--- config.mk ---
export PLATFORM = sky130hd
export DESIGN_NAME = hbus_regfile
export DESIGN_NICKNAME = d
export VERILOG_FILES = /design/src/rtl/hbus_pkg.sv /design/src/rtl/hbus_sync.sv /design/src/rtl/hbus_irq.sv /design/src/rtl/hbus_bank.sv /design/src/rtl/hbus_regfile.sv
export SDC_FILE = /design/constraint.sdc
export NUM_CORES = 1
export LEC_CHECK = 0
export BUFFER_PORTS_ARGS = -buffer_cell sky130_fd_sc_hd__buf_2
export CORE_MARGIN = 10
export CORE_UTILIZATION = 45
export DETAILED_ROUTE_END_ITERATION = 8
export PLACE_DENSITY_LB_ADDON = 0.3
export SETUP_SLACK_MARGIN = 0.15
export SYNTH_ARGS = -nofsm -noshare
export SYNTH_HDL_FRONTEND = slang
export SYNTH_SLANG_ARGS = --single-unit
--- constraint.sdc ---
create_clock -name clk -period 3.6 [get_ports clk]
set_input_delay 0.72 -clock clk [delete_from_list [all_inputs] [get_ports clk]]
set_output_delay 0.72 -clock clk [all_outputs]
set_load 0.005 [all_outputs]
--- src/rtl/hbus_pkg.sv ---
package hbus_pkg;
  typedef enum logic [1:0] {
    REG_IRQ  = 2'd0,
    REG_STAT = 2'd1,
    REG_IDX  = 2'd2,
    REG_DATA = 2'd3
  } hreg_e;

  localparam int NSRC    = 4;
  localparam int SRC_LRX = 0;
  localparam int SRC_LTX = 1;
  localparam int SRC_VLN = 2;
  localparam int SRC_TMR = 3;

  // interrupt word packing: bit order is visible to host software
  function automatic logic [7:0] pack_irq(input logic [NSRC-1:0] f, input logic [NSRC-1:0] e);
    return {f[SRC_LRX], f[SRC_LTX], f[SRC_VLN], e[SRC_LRX], e[SRC_LTX], e[SRC_VLN],
            f[SRC_TMR], e[SRC_TMR]};
  endfunction

  function automatic logic [NSRC-1:0] unpack_en(input logic [7:0] b);
    logic [NSRC-1:0] e;
    e[SRC_LRX] = b[4];
    e[SRC_LTX] = b[3];
    e[SRC_VLN] = b[2];
    e[SRC_TMR] = b[0];
    return e;
  endfunction
endpackage

--- src/rtl/hbus_sync.sv ---
module hbus_sync #(
  parameter int WIDTH  = 1,
  parameter int STAGES = 2,
  parameter logic [WIDTH-1:0] RST_VAL = '1
) (
  input  logic             clk,
  input  logic             rst_n,
  input  logic [WIDTH-1:0] d,
  output logic [WIDTH-1:0] q
);
  logic [WIDTH-1:0] chain [STAGES];

  generate
    for (genvar s = 0; s < STAGES; s++) begin : g_stage
      always_ff @(posedge clk or negedge rst_n) begin
        if (!rst_n) chain[s] <= RST_VAL;
        else if (s == 0) chain[s] <= d;
        else chain[s] <= chain[(s == 0) ? 0 : s-1];
      end
    end
  endgenerate

  assign q = chain[STAGES-1];
endmodule

--- src/rtl/hbus_irq.sv ---
module hbus_irq
  import hbus_pkg::*;
(
  input  logic            clk,
  input  logic            rst_n,
  input  logic [NSRC-1:0] ev,
  input  logic            en_we,
  input  logic [NSRC-1:0] en_d,
  input  logic            clr,
  output logic [NSRC-1:0] flags,
  output logic [NSRC-1:0] en,
  output logic            irq
);
  always_ff @(posedge clk or negedge rst_n) begin
    if (!rst_n) begin
      flags <= '0;
      en    <= '0;
    end else begin
      // new events win over a coincident clear
      flags <= (clr ? '0 : flags) | ev;
      if (en_we) en <= en_d;
    end
  end

  assign irq = |(flags & en);
endmodule

--- src/rtl/hbus_bank.sv ---
module hbus_bank #(
  parameter int NREG = 64,
  parameter int DW   = 8,
  localparam int IDXW = $clog2(NREG)
) (
  input  logic            clk,
  input  logic            rst_n,
  input  logic            idx_we,
  input  logic            acc,
  input  logic            acc_we,
  input  logic [DW-1:0]   wdata,
  output logic [IDXW-1:0] idx,
  output logic            ainc,
  output logic [DW-1:0]   word
);
  logic [DW-1:0] mem [NREG];
  logic unused_mid;

  assign unused_mid = ^wdata[DW-2:IDXW];
  assign word = mem[idx];

  always_ff @(posedge clk or negedge rst_n) begin
    if (!rst_n) begin
      idx  <= '0;
      ainc <= 1'b0;
    end else if (idx_we) begin
      idx  <= wdata[IDXW-1:0];
      ainc <= wdata[DW-1];
    end else if (acc && ainc) begin
      idx <= idx + 1'b1;
    end
  end

  always_ff @(posedge clk or negedge rst_n) begin
    if (!rst_n) begin
      for (int i = 0; i < NREG; i++) mem[i] <= '0;
    end else if (acc && acc_we) begin
      mem[idx] <= wdata;
    end
  end
endmodule

--- src/rtl/hbus_regfile.sv ---
module hbus_regfile
  import hbus_pkg::*;
#(
  parameter int NREG   = 64,
  parameter int DW     = 8,
  parameter int STAGES = 2,
  localparam int IDXW  = $clog2(NREG)
) (
  input  logic          clk,
  input  logic          rst_n,
  input  logic          cs_n,
  input  logic          rd_n,
  input  logic          wr_n,
  input  logic [1:0]    addr,
  input  logic [DW-1:0] wdata,
  output logic [DW-1:0] rdata,
  input  logic [DW-1:0] gen_status,
  input  logic          ev_ltc_rx,
  input  logic          ev_ltc_tx,
  input  logic          ev_vline,
  input  logic          ev_timer,
  output logic          irq
);
  logic [2:0]      strb_s;
  logic            rd_act, wr_act, rd_act_q, wr_act_q;
  logic            rd_go, wr_go;
  logic [NSRC-1:0] ev, flags, en;
  logic [IDXW-1:0] idx;
  logic            ainc;
  logic [DW-1:0]   word;
  hreg_e           sel;

  hbus_sync #(.WIDTH(3), .STAGES(STAGES), .RST_VAL(3'b111)) u_sync (
    .clk(clk), .rst_n(rst_n), .d({cs_n, rd_n, wr_n}), .q(strb_s)
  );

  assign rd_act = !strb_s[2] && !strb_s[1];
  assign wr_act = !strb_s[2] && !strb_s[0];

  always_ff @(posedge clk or negedge rst_n) begin
    if (!rst_n) begin
      rd_act_q <= 1'b0;
      wr_act_q <= 1'b0;
    end else begin
      rd_act_q <= rd_act;
      wr_act_q <= wr_act;
    end
  end

  assign rd_go = rd_act && !rd_act_q;
  assign wr_go = wr_act && !wr_act_q;
  assign sel   = hreg_e'(addr);

  always_comb begin
    ev = '0;
    ev[SRC_LRX] = ev_ltc_rx;
    ev[SRC_LTX] = ev_ltc_tx;
    ev[SRC_VLN] = ev_vline;
    ev[SRC_TMR] = ev_timer;
  end

  hbus_irq u_irq (
    .clk(clk), .rst_n(rst_n), .ev(ev),
    .en_we(wr_go && sel == REG_IRQ), .en_d(unpack_en(wdata)),
    .clr(rd_go && sel == REG_IRQ),
    .flags(flags), .en(en), .irq(irq)
  );

  hbus_bank #(.NREG(NREG), .DW(DW)) u_bank (
    .clk(clk), .rst_n(rst_n),
    .idx_we(wr_go && sel == REG_IDX),
    .acc((rd_go || wr_go) && sel == REG_DATA),
    .acc_we(wr_go),
    .wdata(wdata), .idx(idx), .ainc(ainc), .word(word)
  );

  always_ff @(posedge clk or negedge rst_n) begin
    if (!rst_n) rdata <= '0;
    else if (rd_go) begin
      unique case (sel)
        REG_IRQ:  rdata <= pack_irq(flags, en);
        REG_STAT: rdata <= gen_status;
        REG_IDX:  rdata <= DW'({ainc, 1'b0, (DW-2)'(idx)});
        REG_DATA: rdata <= word;
      endcase
    end
  end
endmodule

After elaboration in Yosys (flattened, before gate mapping)
Index checks and enable logic that the tools add are counted.
- equality and inequality tests: 3
- order comparisons: 2
- shifts and indexed selects: 0
- reduce and logical (&&, ||, !) cells: 20
- muxes and demuxes: 10
- divide/modulo/power cells: 0
- multipliers: 0
- add/subtract/negate cells: 1
- bitwise gates (word level): 3
- operators with widths (operator ; number):
    bitwise mux 512 bit ; 1
    binary-select mux 8 bit (select 6 bit) ; 1
    demux 8 bit (select 6 bit) ; 1
    one-hot mux 8 bit (4 select lines) ; 1
    2-to-1 mux 8 bit ; 3
    2-to-1 mux 6 bit ; 2
    logical AND 1 bit ; 11
    >= comparator 7 bit (second input constant) ; 1
    less-than comparator 7 x 1 -> 1 bit (second input constant) ; 1
    inverter 6 -> 7 bit ; 1
    adder 6 x 1 -> 6 bit (second input constant) ; 1
    logical NOT 1 bit ; 5
    AND 4 bit ; 1
    == test 2 bit (second input constant) ; 2
    2-to-1 mux 4 bit ; 1
    OR 4 bit ; 1
    OR reduction 4 bit ; 1
    == test 2 x 1 -> 1 bit (second input constant) ; 1
    logical NOT 2 bit ; 1
    nonzero test 2 bit ; 1
    logical OR 1 bit ; 1
- memories kept: 0
- bits in registers: 543
- bits in latches: 0
- bits in read-only memories: 0
- word-level logic and storage cells: 112
- memory bits (writable): 0

Depth between registers and ports, before layout
Gate-level depths: netlist of run 1.
- depth in word-level cells: 8
- depth in mapped cells: 11
- mapped depth without buffers: 6

Hierarchy
Synthesis of run 1 repeated with hierarchy kept, for this count alone.
- cells, all modules: 1873
- area total of the unflattened synthesis: 25291.8 um^2
- modules (own cells, without submodules) (module ; cells an instance ; area an instance (um^2) ; times used):
    hbus_bank ; 1803 ; 24214.5 ; 1
    hbus_regfile ; 41 ; 599.3 ; 1
    hbus_irq ; 20 ; 297.8 ; 1
    hbus_sync ; 9 ; 180.2 ; 1

Worst setup path after synthesis of run 1
No wires, ideal clock.
- path kind: input to register
- start point: input addr[1]
- end point: register u_bank.mem[40] (netlist bit)
- data arrival time: 2.169 ns
- stages: 6
- required time: 3.475 ns
- path slack: 1.306 ns
- cells stage by stage: clkbuf_1 and3_1 buf_4 nand2_2 nor3_4 mux2_2
- longest elaborated chain between the ends: 3
- RTL lines (item ; line ; source):
    from (decl) ; hbus_regfile.sv:14 ; input logic [1:0] addr,
    == test 2 bit ; hbus_regfile.sv:72 ; .acc((rd_go || wr_go) && sel == REG_DATA),
    logical AND 1 bit ; hbus_regfile.sv:72 ;
    logical AND 1 bit ; hbus_bank.sv:37 ; end else if (acc && acc_we) begin
    to (signal, indexed assignment) ; hbus_bank.sv:38 ; mem[idx] <= wdata;
    to (decl) ; hbus_bank.sv:16 ; logic [DW-1:0] mem [NREG];
Every way passes these cells.
A chain may end at the register's enable or synchronous reset.

Worst setup path in the final report of run 1
- start point: register u_bank.idx[1]
- end point: register rdata[3]
- longest elaborated chain between the ends: 5
- RTL lines (item ; line ; source):
    from (decl) ; hbus_bank.sv:12 ; output logic [IDXW-1:0] idx,
    from (signal assigned) ; hbus_bank.sv:27 ; idx <= wdata[IDXW-1:0];
    from (signal assigned) ; hbus_bank.sv:30 ; idx <= idx + 1'b1;
    inverter 6 -> 7 bit (implied by the code) ; hbus_bank.sv:20 ; assign word = mem[idx];
    binary-select mux 8 bit (select 6 bit) ; hbus_bank.sv:20 ;
    2-to-1 mux 8 bit (implied by the code) (2 in series) ; hbus_bank.sv:20 ;
    one-hot mux 8 bit (4 select lines) ; hbus_regfile.sv:80 ; unique case (sel)
    to (signal assigned) ; hbus_regfile.sv:81 ; REG_IRQ: rdata <= pack_irq(flags, en);
    to (signal assigned) ; hbus_regfile.sv:82 ; REG_STAT: rdata <= gen_status;
    to (signal assigned) ; hbus_regfile.sv:83 ; REG_IDX: rdata <= DW'({ainc, 1'b0, (DW-2)'(idx)});
    to (decl) ; hbus_regfile.sv:16 ; output logic [DW-1:0] rdata,
Every way passes these cells. The select of a mux whose other input is x is not followed.

==> impl_metrics.ini, run 1 <==
[clock_tree]
ctsResizeCount = 0
cts_hold_buf = 0
cts_buffer_depth = 3
worstSkewPairLatency_ns = 0.61
clk_pin_slew_worst_paths_ns = 0.07
htree_levels = 2
cts_num_sinks = 543
cts-buffers-inserted = 54
root_buffer = clkbuf_16
cts_tree = yes
post_cts_buffers = 0

[grt]
grt.total_usage = 0.2033
grt_overflow = 0
grt_pass1_vias = 16746
grt_pass1_wl_mm = 105.0
grt_max_degree = 79
antenna_found_initial = 1

[routing]
drc = 0
first_iter_violations = 1402
vias = 16429
wirelength_mm = 67.72
ant_nets = 0
viasPerCell = 6.133
wire_per_inst_um = 25.28
firstDrtPassIters = 5

[sta]
whs_ns = 0.1171
maxSlewViolCount = 0
fin_skew_ns = 0.01412
period_share = 0.9085
grt_setup_unrepaired = no
min_period_ns = 3.271
hold_violations = 0
setup-tns-final_ns = 0
maxSlewHeadroom = 0.3555
fmaxAchievable_ghz = 0.3057
tightest_slew_ns = 0.9668
setup_viol = 0

[critical_path]
crit_type = flop to flop
crit_arrival_ns = 3.76
end_kind = flop
cpPeakStageDelay_ns = 0.86
crit_family = simple AND/OR/NAND/NOR gates
crit_required_ns = 4.09
critPathBufInv = 1
critPathLaunchType = flop
cp_slowest_cell = dfrtp_1
critPathMaxFanout = 21
path_cells = nand2b_2, buf_4, o22ai_1, o31ai_1, o2111ai_1, nand4bb_1, a221o_1

[final_layout]
fin_nets = 1916
final_area_um2 = 28170
drive_gt1_frac = 0.4060
n_antenna_cell = 0
syn_to_final_growth_pct = 11.71

[floorplanning]
rows = 86
die_area_um2 = 65910
initial_core_util = 0.4560
core-area_um2 = 55310
die_h_um = 256.7
die_w_um = 256.7
ios = 36

[status]
status = finished, final reports clean

[synthesis]
async_reset_ff_frac = 1.000
synth_ff_type = dfrtp_1
ys_warn_count = 0
synth_edf_count = 0
avgSynthCellArea_um2 = 13.44
ys_ff_latch = 543
yosysUniqueCellTypes = 61
syn_inst = 1877
syn_area_um2 = 25220
syn_nets = 1905
ys_seq_area_frac = 0.5391

[job]
maxCapViolations = 0

[min_path]
hold_path_class = primary input to asynchronous set/reset pin

[placed_design]
place_area_um2 = 26350
gp_congestion = 0.9001
hpwl_mm = 44.20
portBuffers = 35

[power_and_ir_drop]
irDropWorstVdd_v = 0.0003465
powerDensity_nw_per_um2 = 590.1
p_leak_nw = 13.22
routing by layer:
layer / vias up / wire length [µm] / global-route usage
met5: - / 13 / 0
met4: 2 / 2175 / 0.07428
met3: 115 / 4207 / 0.03477
met2: 560 / 31180 / 0.3143
met1: 8710 / 30140 / 0.2828
li1: 7042 / - / -
power by group:
group	internal (mW)	switching (mW)
Sequential	6.52	0.395
Clock	3.41	2.37
Combinational	1.46	2.47
Total	11.4	5.23
state kept, by name, indices dropped and copies added (netlist names):
| register | flops |
|---|---|
| u_sync.chain | 3 |
| u_bank.ainc | 1 |
| u_bank.idx | 6 |
| u_bank.mem | 512 |
| wr_act_q | 1 |
| rd_act_q | 1 |
| rdata | 8 |
| u_sync.q | 3 |
| u_irq.flags | 4 |
| u_irq.en | 4 |
area by class of cell:
type | instances | area (µm²)
Clock buffer | 88 | 1693
Clock inverter | 11 | 130.1
Fill cell | 4776 | 27140
Inverter | 17 | 63.81
Multi-Input combinational cell | 1171 | 10830
Sequential cell | 543 | 13600
Tap cell | 748 | 935.9
Timing Repair Buffer | 101 | 918.4
path summary, 6_finish.rpt:
| path | startpoint | depth (start not counted) | end | slack, ns |
|---|---|---|---|---|
| worst min register to register | u_sync.chain[3] | 0 | u_sync.q[0] | 0.36 |
| worst max register to register | u_bank.idx[1] | 7 | rdata[3] | 0.33 |
| worst max-delay path | u_bank.idx[1] | 7 | rdata[3] | 0.33 |
| worst min-delay path | rst_n | 1 | u_bank.mem[365] | 0.12 |
| min in group clk | cs_n | 1 | u_sync.chain[5] | 0.22 |
| max in group asynchronous | rst_n | 2 | u_sync.q[0] | 2.48 |
cell usage after synthesis, types with 3 or more instances:
cell / instances / share of area
nor2_1: 40 / 0.0060
nor2_4: 3 / 0.0013
a21o_1: 6 / 0.0018
a22oi_1: 15 / 0.0045
nand3_1: 11 / 0.0022
dfrtp_1: 537 / 0.53
o221ai_1: 8 / 0.0028
buf_6: 13 / 0.0058
a31oi_1: 5 / 0.0012
nor3_1: 3 / 0.00060
and2_1: 3 / 0.00074
o2111ai_1: 4 / 0.0014
nand3b_1: 4 / 0.0012
nor4_1: 5 / 0.0012
inv_1: 16 / 0.0024
a221oi_1: 19 / 0.0066
a21oi_1: 51 / 0.010
o22ai_1: 73 / 0.018
o32ai_1: 12 / 0.0042
o31ai_1: 6 / 0.0018
nand2_2: 8 / 0.0020
mux2_2: 514 / 0.23
o21ai_0: 24 / 0.0048
nor3_4: 12 / 0.0077
a221o_1: 80 / 0.032
buf_4: 16 / 0.0048
mux4_2: 8 / 0.0071
buf_1: 3 / 0.00045
or2_2: 4 / 0.00099
nand2_1: 59 / 0.0088
mux2i_1: 125 / 0.050
clkbuf_1: 79 / 0.012
buf_2: 35 / 0.0069
dfstp_2: 6 / 0.0063
nand2b_1: 4 / 0.00099
nor2_2: 34 / 0.0084
and3b_1: 3 / 0.0010
stage by stage:
step / setup slack (ns) / cells / util / power (mW)
final: 0.3292 / 2679 / 0.5094 / 16.62
after global routing: 0.2172 / 2679 / 0.5094 / 17.24
after CTS: 0.4074 / 2679 / 0.5094 / 16.66
after detailed placement: 0.4216 / 2580 / 0.4764 / 10.88
after global placement: 0.5285 / 2580 / 0.4764 / 10.82
after floorplan: 1.306 / 1877 / - / 9.474
kinds of logic after synthesis:
family | share of synthesized area
XOR/XNOR | 0.0003474
AO/OA/AOI/OAI | 0.09129
adder cells (fa/ha/maj) | 0.0004961
multiplexers | 0.2878
AND/OR/NAND/NOR | 0.04877
flip-flops | 0.5391
buffers and inverters | 0.03225
placed cells by master, fill, tap and decap left out, drive strengths merged, types with 5 or more instances in the layout:
cell type / instances
a221oi: 19
inv: 16
mux4: 9
dfstp: 6
nor2: 77
o31ai: 6
o21ai: 24
clkbuf: 88
a31oi: 5
dfrtp: 537
a221o: 80
a22oi: 15
nand2: 67
nor4: 5
o22ai: 73
mux2: 515
nor3: 16
a21oi: 51
nand3: 13
clkinv: 9
mux2i: 125
a21o: 6
buf: 101
o32ai: 12
o221ai: 8
Note: power is estimated with default switching activity, not from simulation.
==> run 2: changes to the inputs <==
- PLACE_DENSITY_LB_ADDON: 0.3 -> 0.08
==> run 2 against run 1 <==
Clock-buffer cell count rose by 8. Power rose by 3.8%. Worst hold slack got worse by 0.023 ns. Critical path depth rose by 1. Cell area rose by 0.87%. Sequential power fell by 1%. Non-clock buffer count rose by 11. Sequential share of layout area fell by 0.41 points. Highest routed layer unchanged. Global-route usage rose by 1.3 points. Register-to-register slack improved by 0.19 ns.
==> impl_metrics.ini, run 2 (same netlist as run 1, synthesis figures left out) <==
[placed_design]
pre_cts_slack_ns = 0.5585
portBuffers = 35
gp_congestion = 0.8719
hpwl_mm = 47.27

[sta]
hold_violations = 0
setup_viol = 0
setup-tns-final_ns = 0
setup_slack_ns = 0.5196
maxSlewViolCount = 0
tightest_slew_ns = 0.9047
min_period_ns = 3.080
maxSlewHeadroom = 0.3969
fin_skew_ns = 0.02058
fmaxAchievable_ghz = 0.3246
grt_setup_unrepaired = no
period_share = 0.8557

[routing]
viasPerCell = 6.016
dr_wl_met3_mm = 3.981
route.layer.met1.wl_mm = 32.76
wire_per_inst_um = 26.55
firstDrtPassIters = 7
wirelength_mm = 71.78
ant_nets = 0
drc = 0
met2_length_mm = 33.35
first_iter_violations = 1251
highest_layer = met5
vias = 16266

[critical_path]
critPathBufInv = 2
crit_type = flop to flop
end_kind = flop
crit_required_ns = 4.09
cp_slowest_cell = a21oi_1
crit_family = compound AO/OA/AOI/OAI gates
critPathMaxFanout = 31
crit_arrival_ns = 3.57
critPathLaunchType = flop
cpPeakStageDelay_ns = 0.56
path_cells = buf_4, mux2i_1, o22ai_1, a21oi_1, o22ai_1, nor4_1, buf_4, o221ai_1

[grt]
grt.total_usage = 0.2160
grt_overflow = 0
grt_pass1_vias = 16857
grt_max_degree = 87
antenna_found_initial = 2
grt_pass1_wl_mm = 109.8

[floorplanning]
die_h_um = 256.7
rows = 86
initial_core_util = 0.4560
die_w_um = 256.7
die_area_um2 = 65910
ios = 36
core-area_um2 = 55310

[final_layout]
final_common_cell = dfrtp_1
drive_gt1_frac = 0.4148
reg_top3 = u_bank.mem: 512 flops, rdata: 8 flops, u_bank.idx: 6 flops
largest_reg_flops = 512
syn_to_final_growth_pct = 12.69
top_register = u_bank.mem
n_fill_cell = 4830
final_cell_mix = dfrtp_1, mux2_2, mux2i_1
fin_nets = 1932

[power_and_ir_drop]
powerDensity_nw_per_um2 = 606.9
irDropWorstVdd_v = 0.0003778
p_leak_nw = 13.36

[clock_tree]
htree_levels = 2
cts_buffer_depth = 3
clk_pin_slew_worst_paths_ns = 0.06
cts_tree = yes
cts_hold_buf = 0
worstSkewPairLatency_ns = 0.63
ctsResizeCount = 0
root_buffer = clkbuf_16
cts-buffers-inserted = 59
cts_num_sinks = 543
post_cts_buffers = 0

[min_path]
hold_path_class = primary input to asynchronous set/reset pin

[job]
maxCapViolations = 0

[status]
status = finished, final reports clean
==> run 2: cell count changes in the layout (fill, tap and decap cells not counted), sizes merged <==
cell      before  now
clkbuf        88   96
inv           16   17
clkinvlp       0    1
diode          0    1
clkinv         9   12
buf          101  112
==> run 2: path summary, 6_finish.rpt <==
kind	from	to	slack (ns)	cells after the start
min in group clk	rd_n	u_sync.chain[4]	0.19	1
worst max-delay path	u_bank.idx[2]	rdata[0]	0.52	8
worst min register to register	u_sync.chain[4]	u_sync.q[1]	0.36	0
worst max register to register	u_bank.idx[2]	rdata[0]	0.52	8
worst min-delay path	rst_n	u_bank.mem[401]	0.09	1
max in group asynchronous	rst_n	u_bank.mem[179]	2.54	2
==> run 2: final cells by class <==
type                            instances  area, µm²  share of cell area
Multi-Input combinational cell       1171      10830              0.3811
Antenna cell                            1      2.502          0.00008806
Clock buffer                           96       1857             0.06534
Tap cell                              748      935.9             0.03293
Clock inverter                         16      176.4            0.006208
Inverter                               17      63.81            0.002245
Sequential cell                       543      13600              0.4786
Timing Repair Buffer                  112      950.9             0.03346
==> run 2: per-stage QoR <==
step	cells	util	hold slack [ns]	total power [mW]	area, µm²
floorplan	1877	-	0.3452	9.474	25220
CTS	2703	0.5138	0.08820	17.37	28420
global placement	2591	0.4770	0.3475	11.04	26380
finish	2704	0.5138	0.09406	17.25	28420
detailed placement	2591	0.4770	0.3482	11.08	26380
global route	2703	0.5138	0.1220	17.93	28420
==> run 2: where the power goes <==
| part | switching [mW] | internal (mW) |
|---|---|---|
| clock | 2.52 | 3.73 |
| combinational | 2.63 | 1.52 |
| sequential | 0.323 | 6.52 |
==> run 2: metal layers <==
layer	up-vias	GRT usage
li1	7081	-
met1	8663	0.3007
met2	418	0.3438
met3	102	0.03398
met4	2	0.06163
met5	-	0
